$ cat src/rtl/ccTimerPkg.sv
package ccTimerPkg;
  localparam int NCH = 2;
  localparam int FLAG_W = NCH + 1;
  localparam int CTRL_W = 7;
  localparam int MODE_W = 6;

  localparam logic [3:0] A_CTRL  = 4'd0;
  localparam logic [3:0] A_MODEA = 4'd1;
  localparam logic [3:0] A_MODEB = 4'd2;
  localparam logic [3:0] A_IEN   = 4'd3;
  localparam logic [3:0] A_FLAGS = 4'd4;
  localparam logic [3:0] A_CNT   = 4'd5;
  localparam logic [3:0] A_GRA   = 4'd6;
  localparam logic [3:0] A_GRB   = 4'd7;
  localparam logic [3:0] A_BUFA  = 4'd8;
  localparam logic [3:0] A_BUFB  = 4'd9;

  typedef enum logic [1:0] {ACT_HOLD, ACT_LOW, ACT_HIGH, ACT_TOGGLE} outAct_e;

  typedef struct packed {
    logic       bufEn;
    logic [1:0] capSense;
    outAct_e    outAct;
    logic       isCapture;
  } chanCfg_t;

  typedef struct packed {
    logic [1:0] clrSel;
    logic [1:0] edgeSel;
    logic       extSel;
    logic [1:0] preSel;
  } tmrCtrl_t;

  typedef struct packed {
    logic           tick;
    logic [NCH-1:0] capEvt;
  } tmrStrobe_t;
endpackage

$ cat src/rtl/ccTimerCtrl.sv
module ccTimerCtrl
  import ccTimerPkg::*;
#(
  parameter int SYNC_STAGES = 2
) (
  input  logic                  clk,
  input  logic                  rstN,
  input  logic                  cfgWr,
  input  logic [3:0]            cfgAddr,
  input  logic [CTRL_W-1:0]     cfgData,
  input  logic                  extClkIn,
  input  logic [NCH-1:0]        capIn,
  output tmrCtrl_t              ctrlQ,
  output chanCfg_t [NCH-1:0]    chanQ,
  output logic [FLAG_W-1:0]     ienQ,
  output tmrStrobe_t            strobe
);
  localparam int PRE_W = 6;
  localparam int NIN = NCH + 1;

  logic [PRE_W-1:0] preCnt;
  logic             preTick;
  logic [NIN-1:0]   rawIn, syncOut, prevQ, riseV, fallV;

  function automatic logic senseHit(input logic [1:0] sel, input logic r, input logic f);
    case (sel)
      2'd0:    return r;
      2'd1:    return f;
      default: return r | f;
    endcase
  endfunction

  always_ff @(posedge clk) begin
    if (!rstN) begin
      ctrlQ <= '0;
      chanQ <= '0;
      ienQ  <= '0;
    end else if (cfgWr) begin
      if (cfgAddr == A_CTRL) ctrlQ <= tmrCtrl_t'(cfgData);
      if (cfgAddr == A_IEN)  ienQ  <= cfgData[FLAG_W-1:0];
      for (int i = 0; i < NCH; i++)
        if (cfgAddr == 4'(A_MODEA + i)) chanQ[i] <= chanCfg_t'(cfgData[MODE_W-1:0]);
    end
  end

  always_ff @(posedge clk) begin
    if (!rstN) preCnt <= '0;
    else       preCnt <= preCnt + 1'b1;
  end

  always_comb begin
    case (ctrlQ.preSel)
      2'd0:    preTick = 1'b1;
      2'd1:    preTick = &preCnt[1:0];
      2'd2:    preTick = &preCnt[3:0];
      default: preTick = &preCnt[5:0];
    endcase
  end

  assign rawIn = {extClkIn, capIn};

  for (genvar g = 0; g < NIN; g++) begin : gSync
    logic [SYNC_STAGES-1:0] shiftQ;
    always_ff @(posedge clk) begin
      if (!rstN) begin
        shiftQ   <= '0;
        prevQ[g] <= 1'b0;
      end else begin
        shiftQ   <= {shiftQ[SYNC_STAGES-2:0], rawIn[g]};
        prevQ[g] <= shiftQ[SYNC_STAGES-1];
      end
    end
    assign syncOut[g] = shiftQ[SYNC_STAGES-1];
    assign riseV[g]   = syncOut[g] & ~prevQ[g];
    assign fallV[g]   = ~syncOut[g] & prevQ[g];
  end

  always_comb begin
    strobe.tick = ctrlQ.extSel ? senseHit(ctrlQ.edgeSel, riseV[NCH], fallV[NCH]) : preTick;
    for (int i = 0; i < NCH; i++)
      strobe.capEvt[i] = chanQ[i].isCapture & senseHit(chanQ[i].capSense, riseV[i], fallV[i]);
  end
endmodule

$ cat src/rtl/ccTimerDpath.sv
module ccTimerDpath
  import ccTimerPkg::*;
#(
  parameter int WIDTH = 16
) (
  input  logic                        clk,
  input  logic                        rstN,
  input  tmrStrobe_t                  strobe,
  input  logic [1:0]                  clrSel,
  input  logic [NCH-1:0]              isCapV,
  input  logic [NCH-1:0]              bufEnV,
  input  logic [NCH-1:0][1:0]         actV,
  input  logic                        regWr,
  input  logic                        regRd,
  input  logic [3:0]                  regAddr,
  input  logic [WIDTH-1:0]            regWrData,
  output logic [WIDTH-1:0]            cntQ,
  output logic [NCH-1:0][WIDTH-1:0]   grQ,
  output logic [NCH-1:0][WIDTH-1:0]   bufQ,
  output logic [FLAG_W-1:0]           flagQ,
  output logic [NCH-1:0]              pinQ
);
  logic [NCH-1:0]    match, evt, wrGr, wrBuf;
  logic              wrCnt, clrNow, ovfNow;
  logic [FLAG_W-1:0] armedQ, setV, clrMask, armNew;

  always_comb begin
    for (int i = 0; i < NCH; i++) begin
      match[i] = strobe.tick & ~isCapV[i] & (cntQ == grQ[i]);
      evt[i]   = match[i] | strobe.capEvt[i];
      wrGr[i]  = regWr & (regAddr == 4'(A_GRA + i));
      wrBuf[i] = regWr & (regAddr == 4'(A_BUFA + i));
    end
    wrCnt   = regWr & (regAddr == A_CNT);
    clrNow  = (clrSel == 2'd1 && evt[0]) || (clrSel == 2'd2 && evt[1]);
    ovfNow  = strobe.tick & (&cntQ) & ~clrNow & ~wrCnt;
    setV    = {ovfNow, evt};
    clrMask = (regWr && regAddr == A_FLAGS) ? (~regWrData[FLAG_W-1:0] & armedQ) : '0;
    armNew  = (regRd && regAddr == A_FLAGS) ? flagQ : '0;
  end

  always_ff @(posedge clk) begin
    if (!rstN)            cntQ <= '0;
    else if (wrCnt)       cntQ <= regWrData;
    else if (clrNow)      cntQ <= '0;
    else if (strobe.tick) cntQ <= cntQ + 1'b1;
  end

  always_ff @(posedge clk) begin
    if (!rstN) begin
      grQ  <= '1;
      bufQ <= '1;
      pinQ <= '0;
    end else begin
      for (int i = 0; i < NCH; i++) begin
        if (strobe.capEvt[i])             grQ[i] <= cntQ;
        else if (wrGr[i])                 grQ[i] <= regWrData;
        else if (match[i] && bufEnV[i])   grQ[i] <= bufQ[i];

        if (strobe.capEvt[i] && bufEnV[i]) bufQ[i] <= grQ[i];
        else if (wrBuf[i])                 bufQ[i] <= regWrData;

        if (match[i]) begin
          case (actV[i])
            2'd1:    pinQ[i] <= 1'b0;
            2'd2:    pinQ[i] <= 1'b1;
            2'd3:    pinQ[i] <= ~pinQ[i];
            default: pinQ[i] <= pinQ[i];
          endcase
        end
      end
    end
  end

  always_ff @(posedge clk) begin
    if (!rstN) begin
      flagQ  <= '0;
      armedQ <= '0;
    end else begin
      flagQ  <= (flagQ & ~clrMask) | setV;
      armedQ <= (armedQ | armNew) & ~clrMask;
    end
  end
endmodule

$ cat src/rtl/ccTimer.sv
module ccTimer
  import ccTimerPkg::*;
#(
  parameter int WIDTH = 16,
  parameter int SYNC_STAGES = 2
) (
  input  logic             clk,
  input  logic             rstN,
  input  logic [3:0]       regAddr,
  input  logic             regWr,
  input  logic             regRd,
  input  logic [WIDTH-1:0] regWrData,
  output logic [WIDTH-1:0] regRdData,
  input  logic             extClkIn,
  input  logic [1:0]       capIn,
  output logic [1:0]       cmpOut,
  output logic             irq
);
  tmrCtrl_t                 ctrlQ;
  chanCfg_t [NCH-1:0]       chanQ;
  logic [FLAG_W-1:0]        ienQ, flagQ;
  tmrStrobe_t               strobe;
  logic [WIDTH-1:0]         cntQ;
  logic [NCH-1:0][WIDTH-1:0] grQ, bufQ;
  logic [NCH-1:0]           isCapV, bufEnV;
  logic [NCH-1:0][1:0]      actV;

  ccTimerCtrl #(.SYNC_STAGES(SYNC_STAGES)) uCtrl (
    .clk(clk), .rstN(rstN), .cfgWr(regWr), .cfgAddr(regAddr),
    .cfgData(regWrData[CTRL_W-1:0]), .extClkIn(extClkIn), .capIn(capIn),
    .ctrlQ(ctrlQ), .chanQ(chanQ), .ienQ(ienQ), .strobe(strobe)
  );

  always_comb begin
    for (int i = 0; i < NCH; i++) begin
      isCapV[i] = chanQ[i].isCapture;
      bufEnV[i] = chanQ[i].bufEn;
      actV[i]   = chanQ[i].outAct;
    end
  end

  ccTimerDpath #(.WIDTH(WIDTH)) uDpath (
    .clk(clk), .rstN(rstN), .strobe(strobe), .clrSel(ctrlQ.clrSel),
    .isCapV(isCapV), .bufEnV(bufEnV), .actV(actV),
    .regWr(regWr), .regRd(regRd), .regAddr(regAddr), .regWrData(regWrData),
    .cntQ(cntQ), .grQ(grQ), .bufQ(bufQ), .flagQ(flagQ), .pinQ(cmpOut)
  );

  always_comb begin
    case (regAddr)
      A_CTRL:  regRdData = WIDTH'(ctrlQ);
      A_MODEA: regRdData = WIDTH'(chanQ[0]);
      A_MODEB: regRdData = WIDTH'(chanQ[1]);
      A_IEN:   regRdData = WIDTH'(ienQ);
      A_FLAGS: regRdData = WIDTH'(flagQ);
      A_CNT:   regRdData = cntQ;
      A_GRA:   regRdData = strobe.capEvt[0] ? cntQ : grQ[0];
      A_GRB:   regRdData = strobe.capEvt[1] ? cntQ : grQ[1];
      A_BUFA:  regRdData = bufQ[0];
      A_BUFB:  regRdData = bufQ[1];
      default: regRdData = '0;
    endcase
  end

  assign irq = |(flagQ & ienQ);
endmodule

$ cat config.mk
export PLATFORM = sky130hd
export DESIGN_NAME = ccTimer
export DESIGN_NICKNAME = d
export VERILOG_FILES = /design/src/rtl/ccTimerPkg.sv /design/src/rtl/ccTimerCtrl.sv /design/src/rtl/ccTimerDpath.sv /design/src/rtl/ccTimer.sv
export SDC_FILE = /design/constraint.sdc
export NUM_CORES = 1
export LEC_CHECK = 0
export BUFFER_PORTS_ARGS = -buffer_cell sky130_fd_sc_hd__buf_2
export CORE_UTILIZATION = 30
export CTS_CLUSTER_SIZE = 20
export DETAILED_ROUTE_END_ITERATION = 16
export HOLD_SLACK_MARGIN = 0.02
export PLACE_DENSITY = 0.5
export REMOVE_ABC_BUFFERS = 1
export SYNTH_ARGS = -nofsm -noshare
export SYNTH_HDL_FRONTEND = slang
export SYNTH_SLANG_ARGS = --single-unit
$ cat constraint.sdc
create_clock -name clk -period 2.2 [get_ports clk]
set_input_delay 0.11 -clock clk [delete_from_list [all_inputs] [get_ports clk]]
set_output_delay 0.11 -clock clk [all_outputs]
set_load 0.02 [all_outputs]
==> Yosys cells after proc, flatten, opt, wreduce, memory -nomap -nowiden <==
Cells that the tools add are included.
{ "totals": {"regBits": 125, "out_inout_bits": 19, "word_cells": 157} }
{ "op_classes": {"reduce_logical": 32, "bitwise_logic": 45, "add_sub_neg": 2, "n_eq_ne": 24, "n_mux": 25} }
{ "ops": {"columns": ["op", "count"], "rows": [
  ["$mux W16", 15],
  ["$pmux W16 S10", 1],
  ["$eq A16 B16 Y1", 2],
  ["$and A1 B1 Y1", 20],
  ["$add A16 B1 Y16 const B", 1],
  ["$eq A4 B3 Y1 const B", 4],
  ["$reduce_and A16 Y1", 1],
  ["$reduce_bool A3 Y1", 5],
  ["$eq A2 B1 Y1 const B", 7],
  ["$reduce_and A2 Y1", 7],
  ["$and A3 B3 Y3", 4],
  ["$eq A2 B2 Y1 const B", 6],
  ["$not A1 Y1", 12],
  ["$pmux W1 S3", 3],
  ["$eq A4 B2 Y1 const B", 2],
  ["$eq A4 B4 Y1 const B", 2],
  ["$logic_and A1 B1 Y1", 8],
  ["$logic_not A2 Y1", 4],
  ["$add A6 B1 Y6 const B", 1],
  ["$mux W3", 2],
  ["$not A3 Y3", 2],
  ["$or A3 B3 Y3", 2],
  ["$pmux W1 S2", 3],
  ["$reduce_and A6 Y1", 1],
  ["8 further kinds", 13]
]} }

==> Longest topological paths before layout <==
{ "logic_depth": {"word_depth": 14, "ltp_mapped": 11} }

==> Hierarchy <==
Synthesis repeated with hierarchy kept, for this count alone.
{ "unflattened": {"cells_unflattened": 987, "area_unflattened_um2": 8042.7} }
{ "by_module_without_submodules": {"columns": ["module", "area_each_um2", "instances", "cells_per_inst"], "rows": [
  ["ccTimerDpath", 5447.7, 1, 696],
  ["ccTimerCtrl", 1535.2, 1, 150],
  ["ccTimer", 1059.8, 1, 141]
]} }

==> Worst setup path before layout <==
No wires, ideal clock.
{ "synth_path": {"path_type": "register to register", "from": "reg uCtrl.prevQ[0]", "to": "reg uDpath.cntQ[7]", "path_stages_with_launch": 12, "required_time_ns": 2.134, "slack_ns": -0.183, "arrival_ns": 2.317, "n_path_buf": 2, "setup_time_ns": 0.066, "synth_period_minus_slack_ns": 2.383, "cell_sequence": "dfxtp_1 -> inv_1 -> ha_1 -> nor2b_1 -> a211o_1 -> and3_4 -> buf_6 -> a221o_1 -> a2111oi_4 -> buf_6 -> o31ai_2 -> a21oi_2"} }
{ "synth_via": {"elab_chain_len": 10, "elab_cells_between_ends": 12, "classes_between": "mux: 3; bitwise: 6; reduce/logical: 3"} }
{ "synth_lines": {"columns": ["element", "line_no", "source"], "rows": [
  ["from (decl)", "ccTimerCtrl.sv:23", "logic [NIN-1:0] rawIn, syncOut, prevQ, riseV, fallV;"],
  ["from (signal, indexed assignment)", "ccTimerCtrl.sv:70", "prevQ[g] <= shiftQ[SYNC_STAGES-1];"],
  ["$not A1 Y1", "ccTimerCtrl.sv:74", "assign riseV[g] = syncOut[g] & ~prevQ[g];"],
  ["$and A1 B1 Y1", "ccTimerCtrl.sv:74", null],
  ["$or A1 B1 Y1", "ccTimerCtrl.sv:29", "default: return r | f;"],
  ["$pmux W1 S2 *", "ccTimerCtrl.sv:26", "case (sel)"],
  ["$and A1 B1 Y1 *", "ccTimerCtrl.sv:81", "strobe.capEvt[i] = chanQ[i].isCapture & senseHit(chanQ[i].capSense, riseV[i], fallV[i]);"],
  ["$or A1 B1 Y1 *", "ccTimerDpath.sv:30", "evt[i] = match[i] | strobe.capEvt[i];"],
  ["$logic_and A1 B1 Y1 *", "ccTimerDpath.sv:35", "clrNow = (clrSel == 2'd1 && evt[0]) || (clrSel == 2'd2 && evt[1]);"],
  ["$logic_or A1 B1 Y1 *", "ccTimerDpath.sv:35", null],
  ["$mux W16", "ccTimerDpath.sv:45", "else if (clrNow) cntQ <= '0;"],
  ["$mux W16", "ccTimerDpath.sv:44", "else if (wrCnt) cntQ <= regWrData;"],
  ["to (signal assigned)", "ccTimerDpath.sv:44", null],
  ["to (signal assigned)", "ccTimerDpath.sv:46", "else if (strobe.tick) cntQ <= cntQ + 1'b1;"],
  ["to (decl)", "ccTimerDpath.sv:17", "output logic [WIDTH-1:0] cntQ,"]
]} }
Every way passes the cells marked *; elsewhere a longest branch is shown, timed or not.
A chain may end at the register's enable or synchronous reset.

==> Worst setup path after layout <==
{ "layout_path": {"from": "reg uCtrl.prevQ[1]", "to": "out regRdData[10]"} }
{ "layout_via": {"elab_chain_len": 7, "elab_cells_between_ends": 8, "classes_between": "mux: 3; bitwise: 5"} }
{ "layout_lines": {"columns": ["element", "line_no", "source"], "rows": [
  ["$not A1 Y1", "ccTimerCtrl.sv:74", null],
  ["$and A1 B1 Y1", "ccTimerCtrl.sv:74", null],
  ["$or A1 B1 Y1", "ccTimerCtrl.sv:29", null],
  ["$pmux W1 S2 *", "ccTimerCtrl.sv:26", null],
  ["$and A1 B1 Y1 *", "ccTimerCtrl.sv:81", null],
  ["$mux W16 *", "ccTimer.sv:58", "A_GRB: regRdData = strobe.capEvt[1] ? cntQ : grQ[1];"],
  ["$pmux W16 S10 *", "ccTimer.sv:50", "case (regAddr)"],
  ["to (decl)", "ccTimer.sv:13", "output logic [WIDTH-1:0] regRdData,"]
]} }
Marked as above.

==> results.json <==
{
  "status": "complete, but fails checks",
  "violations": "negative setup slack",
  "p_sw_share_pct": 27.70,
  "reg2reg_to": "uDpath.cntQ[4]$_SDFFE_PN0P_",
  "dp_hpwl_um": 19980,
  "synth_seq_area_share_pct": 34.33,
  "initial_core_util_pct": 30.77,
  "cts_buffers": 17,
  "grt_max_degree": 43,
  "grt_use_total_pct": 23.08,
  "cp_max_fo": 5,
  "cp_slowest_stage_delay_ns": 0.34,
  "layout.nets": 1135,
  "drc": 0,
  "numClockSinks": 125,
  "tightestPinTransition_ns": 0.8088,
  "internal_power_mw": 4.469,
  "switching_power_mw": 1.712,
  "cts-root-buf": "clkbuf_16",
  "irDropWorstVdd_v": 0.0003629,
  "first_pass_iters": 9,
  "pin_count": 46,
  "yosysUniqueCellTypes": 55,
  "overflow": 0,
  "setup.worst_path.start": "uCtrl.prevQ[1]$_SDFF_PN0_",
  "drt-vias-per-instance": 5.279,
  "wl_per_cell_um": 19.47,
  "pwr-share-clk_pct": 49.2,
  "synth-seq-cells": 125,
  "hp-class": "in -> reg",
  "path_clk_slew_ns": 0.06,
  "layout_min_cycle_time_ns": 2.469,
  "syn_area_um2": 7288,
  "h-tree-depth": 4,
  "fillers": 2458,
  "max_slew_margin_pct": 46.08,
  "crit_family": "buffers and inverters",
  "via_count": 7559,
  "drtAntennaViolNets": 0,
  "grt_pass1_wl_um": 42860,
  "cp.depth": 12,
  "worst_slack_ns": -0.2687,
  "leakage_nw": 4.657,
  "wirelength_um": 27880,
  "syn_avg_cell_area_um2": 7.514,
  "final_core_util_pct": 42.56,
  "antenna_found_initial": 0,
  "slew_viol_final": 0,
  "place.gp.congestion": 0.9123,
  "n_antenna_cell": 0,
  "worst-setup-path-type": "reg -> out",
  "fin_setup_tns_ns": -7.979,
  "syn_inst": 970,
  "p_per_area_nw_per_um2": 613.2,
  "io_buffers": 45,
  "synthFlopType": "dfxtp_1",
  "path_cells": "inv_2 > ha_4 > nor2b_4 > a211o_1 > and3_4 > buf_6 > o21ai_4 > a21oi_4 > buf_6 > nand2_2 > nand3_2 > buf_6",
  "synth_top_area_cell": "dfxtp_1",
  "insertion_delay_ns": 0.43,
  "grt_setup_unrepaired": "true",
  "cts_tree": "yes",
  "finalSetupViolCount": 65,
  "cp-endpoint": "regRdData[10]",
  "coreArea_um2": 23680,
  "hold_violations": 0,
  "cp_common_cell": "buf_6",
  "grt_pass1_vias": 7173,
  "crit_arrival_ns": 2.36,
  "r2r_slack_ns": -0.20,
  "ff2ff_path_depth": 11,
  "post-route-period-util_pct": 112.2,
  "drive_above_1_share_pct": 28.48,
  "cts_max_path_buffers": 2,
  "r2r_start": "uCtrl.prevQ[1]$_SDFF_PN0_",
  "cp-end-kind": "output pin",
  "async_flop_share_pct": 0,
  "row_count": 56,
  "final_common_cell": "nand2_1",
  "slowest_stage": "dfxtp_2",
  "comb_power_share_pct": 12.3,
  "synth.top_cell.area_share_pct": 34.33,
  "synthTopCellsByArea": "dfxtp_1 34%, nand2_1 12%, mux2i_1 9.2%, nand3_1 6.2%, o211ai_1 3.5%",
  "drt-initial-drc-count": 752,
  "start_kind": "flip-flop",
  "die-area_um2": 24920,
  "fmax_mhz": 405.1,
  "die-height_um": 157.9,
  "pwr-share-seq_pct": 38.4,
  "fin_skew_ns": 0.01318,
  "die_w_um": 157.9,
  "max_cap_violations": 0,
  "cp_num_buf_inv": 4,
  "synth_edf_count": 0,
  "final_cell_mix": "224 x nand2_1, 122 x buf_4, 119 x dfxtp_1, 79 x nand3_1, 64 x nor2_1",
  "critPathRequiredTime_ns": 2.09,
  "syn_to_final_growth_pct": 38.30,
  "ys_warn_count": 0
}
how the worst min path moves through the flow:
stage | to | slack [ns] | cells after the start | start
after floorplan | uDpath.bufQ[0]$_SDFFE_PN1P_ | 0.17 | 1 | rstN
after global placement | uCtrl.gSync[2].shiftQ[0]$_SDFF_PN0_ | 0.32 | 2 | extClkIn
after detailed placement | uCtrl.gSync[2].shiftQ[0]$_SDFF_PN0_ | 0.33 | 2 | extClkIn
after CTS | uDpath.cntQ[13]$_SDFFE_PN0P_ | 0.05 | 3 | regWrData[13]
after global routing | uDpath.cntQ[13]$_SDFFE_PN0P_ | 0.06 | 3 | regWrData[13]
final | uDpath.cntQ[13]$_SDFFE_PN0P_ | 0.07 | 3 | regWrData[13]
cell type report:
class / instances / area, µm² / share of cell area [%]
Timing Repair Buffer: 193 / 1640 / 16.27
Tap cell: 319 / 399.1 / 3.960
Inverter: 12 / 45.04 / 0.4469
Clock buffer: 17 / 425.4 / 4.220
Multi-Input combinational cell: 751 / 4860 / 48.21
Clock inverter: 15 / 197.7 / 1.961
Sequential cell: 125 / 2512 / 24.93
stage by stage:
step / total power, mW / hold slack, ns / setup WS (ns) / instance area [µm²] / cells
4_1_cts: 6.183 / 0.05114 / -0.2576 / 9849 / 1427
6_report: 6.181 / 0.07216 / -0.2687 / 10080 / 1432
3_3_place_gp: 3.069 / 0.3173 / -0.1890 / 8625 / 1381
2_1_floorplan: 2.718 / 0.1719 / -0.5643 / 6939 / 888
3_5_place_dp: 3.072 / 0.3293 / -0.2466 / 8625 / 1381
5_1_grt: 6.382 / 0.06069 / -0.3466 / 10080 / 1432
flip-flops by register name (all words and copies together) (netlist names), 3 cells and up:
| register | cells |
|---|---|
| uDpath.bufQ | 32 |
| uDpath.grQ | 32 |
| uDpath.cntQ | 16 |
| uCtrl.chanQ | 12 |
| uCtrl.ctrlQ | 7 |
| uCtrl.gSync.shiftQ | 6 |
| uCtrl.preCnt | 6 |
| uCtrl.ienQ | 3 |
| uCtrl.prevQ | 3 |
| uDpath.armedQ | 3 |
| uDpath.flagQ | 3 |
what timing repair did:
action / 4_1_cts / 5_1_grt
hold endpoints to repair: 5 / 0
buffers inserted: 7 / 4
gates resized for setup: 126 / 35
hold buffers: 5 / 0
cloned: 2 / 2
pin swaps: 35 / 75
setup endpoints to repair: 68 / 67
layer usage:
| metal | track usage, % | wire, µm | vias to the layer above |
|---|---|---|---|
| met1 | 32.65 | 12960 | 3637 |
| li1 | - | - | 3653 |
| met4 | 8.183 | 616 | 0 |
| met5 | 0 | 0 | - |
| met2 | 35.93 | 12610 | 231 |
| met3 | 2.573 | 1689 | 38 |
power by group through the flow:
stage,sequential [mW],combinational (mW),clock [mW]
6_report,2.37,0.763,3.04
5_1_grt,2.38,0.822,3.18
4_1_cts,2.37,0.733,3.08
3_5_place_dp,2.42,0.651,0
3_3_place_gp,2.42,0.648,0
2_1_floorplan,2.42,0.300,0
worst reg2reg max path, delay by kind of cell, from the launching register on:
family          cells  cell delay (ns)
compound gates      5             1.14
simple gates        2             0.31
buf+inv             3             0.38
flops               1             0.34
fa+ha+maj           1             0.15
kinds of logic after synthesis:
kind of cell             Yosys count  synth area share, %
AO/OA/AOI/OAI                    169                16.05
XOR/XNOR                          37                4.446
adder cells (fa/ha/maj)            8                1.373
buffers and inverters             94                5.408
flip-flops                       125                34.33
multiplexers                      70                9.665
AND/OR/NAND/NOR                  467                28.72
cell usage after synthesis, drive strengths merged, types with 5 or more instances:
cell type and instances:
dfxtp 125, nor2 65, xor2 28, a222oi 15, xnor2 9, nand3b 5, and3 12, inv 12
nand4 8, nor4 7, o21ai 47, clkbuf 57, a21oi 31, mux2i 67, buf 25, ha 8
nor3 7, nand3 91, and2 12, nand2 235, a22oi 12, nor2b 9, o211ai 34
No activity file was read; power rests on OpenSTA's default activity.
